**src/rtl/slp_pkg.sv**
```systemverilog
package slp_pkg;
  typedef enum logic [1:0] {
    ST_RUN   = 2'd0,
    ST_SLEEP = 2'd1,
    ST_WAKE  = 2'd2
  } slp_state_e;

  typedef enum logic [1:0] {
    CAUSE_NONE = 2'b00,
    CAUSE_EXT  = 2'b01,
    CAUSE_WDT  = 2'b10
  } rst_cause_e;
endpackage

```
**src/rtl/slp_irq_pending.sv**
```systemverilog
module slp_irq_pending #(
  parameter int N_IRQ = 8
) (
  input  logic [N_IRQ-1:0] irq_en,
  input  logic [N_IRQ-1:0] irq_flag,
  output logic             pending
);
  logic [N_IRQ-1:0] armed;

  for (genvar i = 0; i < N_IRQ; i++) begin : g_src
    assign armed[i] = irq_en[i] & irq_flag[i];
  end

  assign pending = |armed;
endmodule

```
**src/rtl/slp_seq_fsm.sv**
```systemverilog
module slp_seq_fsm
  import slp_pkg::*;
(
  input  logic       clk,
  input  logic       rst_n,
  input  logic       sleep_req,
  input  logic       pending,
  input  logic       gie,
  input  logic       wdt_timeout,
  output slp_state_e state_q,
  output logic       enter_sleep,
  output logic       wdt_clr,
  output logic       resume_next,
  output logic       vector_take,
  output logic       reset_req,
  output logic [1:0] rst_cause
);
  slp_state_e state_d;
  logic       awake;
  logic       wake_evt;

  assign awake       = (state_q != ST_SLEEP);
  assign wake_evt    = (state_q == ST_SLEEP) && (pending || wdt_timeout);
  assign enter_sleep = (state_q == ST_RUN) && sleep_req && !pending && !wdt_timeout;

  always_comb begin
    state_d = state_q;
    case (state_q)
      ST_RUN:   if (enter_sleep) state_d = ST_SLEEP;
      ST_SLEEP: if (wake_evt)    state_d = ST_WAKE;
      ST_WAKE:                   state_d = ST_RUN;
      default:                   state_d = ST_RUN;
    endcase
  end

  always_ff @(posedge clk or negedge rst_n) begin
    if (!rst_n) begin
      state_q     <= ST_RUN;
      wdt_clr     <= 1'b0;
      resume_next <= 1'b0;
      vector_take <= 1'b0;
      reset_req   <= 1'b0;
      rst_cause   <= CAUSE_EXT;
    end else begin
      state_q     <= state_d;
      wdt_clr     <= enter_sleep || wake_evt;
      resume_next <= wake_evt && !gie;
      vector_take <= wake_evt && gie;
      reset_req   <= awake && wdt_timeout;
      if (awake && wdt_timeout) rst_cause <= CAUSE_WDT;
    end
  end
endmodule

```
**src/rtl/slp_status_bits.sv**
```systemverilog
module slp_status_bits (
  input  logic clk,
  input  logic rst_n,
  input  logic enter_sleep,
  input  logic wdt_timeout,
  output logic pd_bit,
  output logic to_bit
);
  always_ff @(posedge clk or negedge rst_n) begin
    if (!rst_n) begin
      pd_bit <= 1'b1;
      to_bit <= 1'b1;
    end else begin
      if (enter_sleep) pd_bit <= 1'b0;
      if (wdt_timeout)      to_bit <= 1'b0;
      else if (enter_sleep) to_bit <= 1'b1;
    end
  end
endmodule

```
**src/rtl/slp_wake_ctrl.sv**
```systemverilog
module slp_wake_ctrl
  import slp_pkg::*;
#(
  parameter int N_IRQ       = 8,
  parameter int ADDR_W      = 13,
  parameter int VECTOR_ADDR = 4
) (
  input  logic              clk,
  input  logic              rst_n,
  input  logic              sleep_req,
  input  logic [N_IRQ-1:0]  irq_en,
  input  logic [N_IRQ-1:0]  irq_flag,
  input  logic              gie,
  input  logic              wdt_timeout,
  output logic              osc_en,
  output logic              wdt_clr,
  output logic              resume_next,
  output logic              vector_take,
  output logic [ADDR_W-1:0] vector_addr,
  output logic              reset_req,
  output logic [1:0]        rst_cause,
  output logic              pd_bit,
  output logic              to_bit
);
  localparam logic [ADDR_W-1:0] VEC = ADDR_W'(VECTOR_ADDR);

  logic       pending;
  logic       enter_sleep;
  slp_state_e state_q;

  slp_irq_pending #(.N_IRQ(N_IRQ)) u_pend (
    .irq_en   (irq_en),
    .irq_flag (irq_flag),
    .pending  (pending)
  );

  slp_seq_fsm u_fsm (
    .clk         (clk),
    .rst_n       (rst_n),
    .sleep_req   (sleep_req),
    .pending     (pending),
    .gie         (gie),
    .wdt_timeout (wdt_timeout),
    .state_q     (state_q),
    .enter_sleep (enter_sleep),
    .wdt_clr     (wdt_clr),
    .resume_next (resume_next),
    .vector_take (vector_take),
    .reset_req   (reset_req),
    .rst_cause   (rst_cause)
  );

  slp_status_bits u_stat (
    .clk         (clk),
    .rst_n       (rst_n),
    .enter_sleep (enter_sleep),
    .wdt_timeout (wdt_timeout),
    .pd_bit      (pd_bit),
    .to_bit      (to_bit)
  );

  assign osc_en      = (state_q != ST_SLEEP);
  assign vector_addr = VEC;
endmodule

```
**config.mk**
```make
export PLATFORM = sky130hd
export DESIGN_NAME = slp_wake_ctrl
export DESIGN_NICKNAME = d
export VERILOG_FILES = /design/src/rtl/slp_pkg.sv /design/src/rtl/slp_irq_pending.sv /design/src/rtl/slp_seq_fsm.sv /design/src/rtl/slp_status_bits.sv /design/src/rtl/slp_wake_ctrl.sv
export SDC_FILE = /design/constraint.sdc
export NUM_CORES = 1
export LEC_CHECK = 0
export ABC_AREA = 1
export BUFFER_PORTS_ARGS = -buffer_cell sky130_fd_sc_hd__buf_2
export CAP_MARGIN = 40
export CORE_UTILIZATION = 35
export CTS_CLUSTER_DIAMETER = 50
export DETAILED_ROUTE_END_ITERATION = 8
export PLACE_DENSITY_LB_ADDON = 0.12
export SLEW_MARGIN = 10
export SYNTH_ARGS = -nofsm -noshare
export SYNTH_HDL_FRONTEND = slang
export SYNTH_SLANG_ARGS = --single-unit
```
**constraint.sdc**
```tcl
create_clock -name clk -period 1.1 [get_ports clk]
set_input_delay 0.22 -clock clk [delete_from_list [all_inputs] [get_ports clk]]
set_output_delay 0.22 -clock clk [all_outputs]
set_load 0.02 [all_outputs]
```
==> results.yml <==
worst_setup_path:
  timing_worst_setup_path_type: "reg2out"
  cp_cell_sequence: "nor2_4 > inv_2 > buf_6"
  biggest_cell_delay_along_the_critical_path_ps: 400
  cp_top_family: "flip-flops"
  timing.reg2reg.setup_slack_ps: 0
  critPathSlowestCell: "dfrtp_1"
  r2r_start: "u_fsm.state_q[1]"
  crit_fanout: 2
  worst-endpoint-arrival_ps: 960
  worst_ep_required_time_ps: 880
  timing.critical_path.from_type: "register"
  setup.worst_path.end_class: "primary output"
  r2r-end: "u_fsm.rst_cause[1]"
  path_buf_inv: 2
  worstRegToRegCells: 5
clocking:
  cts_root_buf: "clkbuf_4"
  clk_pin_slew_worst_paths_ps: 60
  clkLatencyLatePin_ps: 260
  tritoncts: "done"
  cts_buffers: 3
  clock-sinks: 10
  cts_max_level: 1
  cts.path.max_buffers: 2
hold_path:
  min_delay_worst_endpoint: "u_fsm.resume_next"
  min_from: "gie"
  hold_path.class: "in2reg"
  hold_depth: 2
global_routing:
  grt_antenna_before_repair: 0
  gr-usage-all-layers_pct: 11.9
  grt_pass1_vias: 410
  overflow: 0
  grt_first_pass_wirelength_mm: 1.57
  grt_start_max_net_pins: 11
die:
  boundaryPins: 43
  rows: 13
  fp.dieW_um: 41.5
  die_h_um: 41.5
  fp.dieArea_mm2: 0.00172
  fp.coreArea_mm2: 0.00138
  floorplan.initialDensity_pct: 39.5
sta:
  post-route-period-util_pct: 108
  final.hold.worst_slack_ps: 124
  totalNegativeSetupSlack_ps: -166
  grt_setup_unrepaired: "true"
  fin_worst_skew_ps: 1.74
  timing.final.setup_violations: 4
  final.min_clock_period_ps: 1180
  drv_slew: 0
  max_clock_freq_ghz: 0.845
  finalHoldViolCount: 0
  timing.final.ws_setup_ps: -84.1
final_layout:
  final-instance-count-excl-fill: 115
  antenna_diode_instance_count: 0
  fin_nets: 122
  layout.filler_cells: 129
  finalInstanceArea_um2: 756
  synthToLayoutAreaGrowth_pct: 38.2
  drive_gt1_share_pct: 52.0
power:
  power.leakage_uw: 0.000441
  cellPowerDensity_mw_per_mm2: 1210
  max_rail_drop_vdd_mv: 0.754
synthesis:
  synthCells: 64
  synth_top_area_cell: "dfrtp_1"
  synth.top_cell.area_share_pct: 32.0
  synth.lib_cells_used.distinct: 16
  synth-warning-count: 0
  post_synth.cell_area_avg_um2: 8.54
  ys_seq_elements: 10
  synthesis.area_um2: 547
  synthTopCellsByArea: "dfrtp_1 (32%), buf_4 (18%), dfstp_2 (14%), nand2_1 (8.9%), inv_1 (4.1%)"
  yosysSeqAreaShare_pct: 46.5
drt:
  drc_errors: 0
  post_drt_wl_per_cell_um: 7.75
  via_count: 447
  via_per_inst: 3.89
  detail_route.iter0.violations: 7
  drtPass1Iterations: 2
  drt_wl_total_um: 891
  route.antenna.remaining_nets: 0
run_status:
  violations_in_the_final_reports: "negative setup slack"
  status: "finished, violations left"
placement:
  hpwl_um: 711
  place.gp.congestion: 0.680
  dp_cells: 106
  placed_cell_area_um2: 654
  buffer_ports.inserted: 29
job:
  max-cap-violations: 0
through the flow:
stage	total power [uW]	setup slack [ps]	util (%)
after detailed placement	582	117	47.3
after global placement	580	129	47.3
after global routing	960	-121	54.7
after floorplan	552	222	-
final	915	-84.1	54.7
after CTS	928	-74.5	53.6
Yosys cell counts (all sizes together):
library cell,number
buf,13
dfrtp,7
conb,2
clkinv,1
a21oi,2
inv,8
nand3,1
or2,1
nand2,15
nand4,1
nor2,10
dfstp,3
worst reg2reg max path: stages (launching register included):
cell	delay, ps
dfrtp_1	400
nor2_4	130
buf_4	110
buf_4	100
nor2_2	40
or2_1	200
area by class of cell:
class                   instances  area (um^2)  area share, %
flip-flops and latches         10          254           33.6
repair buffers                 34          210           27.8
multi-input cells              43          203           26.8
clock buffers                   4         36.3           4.80
inverters                       9         33.8           4.47
well taps                      15         18.8           2.48
cells in the final DEF, fill, tap and decap left out, drive strengths merged:
master / n
buf: 33
clkinv: 1
clkbuf: 4
nor2: 10
inv: 8
conb: 13
nand3: 1
nand2: 15
a21oi: 2
nand4: 1
or2: 1
dfstp: 3
dlygate4sd3: 1
dfrtp: 7
flip-flops by register name (all words and copies together), names as in the netlist:
signal	cells
u_fsm.reset_req	1
u_fsm.resume_next	1
u_fsm.rst_cause	2
u_fsm.state_q	2
u_fsm.vector_take	1
u_fsm.wdt_clr	1
u_stat.pd_bit	1
u_stat.to_bit	1
per-layer routing:
metal  GRT usage (%)  vias to the layer above  routed length (um)  share of wire (%)
met1            12.0                      188                 315                 35
li1                -                      234                   -                  -
met4            3.87                        0                   0                  0
met2            21.6                       25                 491                 55
met5               0                        -                   0                  0
met3            5.22                        0                  83                9.3
worst max-delay path by stage:
stage                     cells past startpoint              from                  to
after floorplan                               3  u_fsm.state_q[1]  u_fsm.rst_cause[1]
after global placement                        3  u_fsm.state_q[1]              osc_en
after detailed placement                      3  u_fsm.state_q[1]              osc_en
after CTS                                     4  u_fsm.state_q[0]              osc_en
after global routing                          3  u_fsm.state_q[1]              osc_en
final                                         3  u_fsm.state_q[1]              osc_en
report_power, final:
group | internal [uW] | switching, uW
Sequential | 395 | 10.1
Clock | 201 | 117
Combinational | 76.9 | 116
Total | 672 | 243
cells by family after synthesis:
| family | Yosys count | share of synthesized area, % |
|---|---|---|
| AND/OR/NAND/NOR | 28 | 24.9 |
| buffers and inverters | 22 | 24.0 |
| flip-flops | 10 | 46.5 |
| AO/OA/AOI/OAI | 2 | 3.20 |
| other | 2 | 1.37 |
repair_timing:
action,4_1_cts,5_1_grt
endpoints found under the setup margin,4,4
setup buffers,2,2
endpoints found under the hold margin,7,0
gates resized for setup,9,0
pin swaps,1,1
hold buffers,1,0
gates cloned,0,0
No activity file was read; power rests on OpenSTA's default activity.
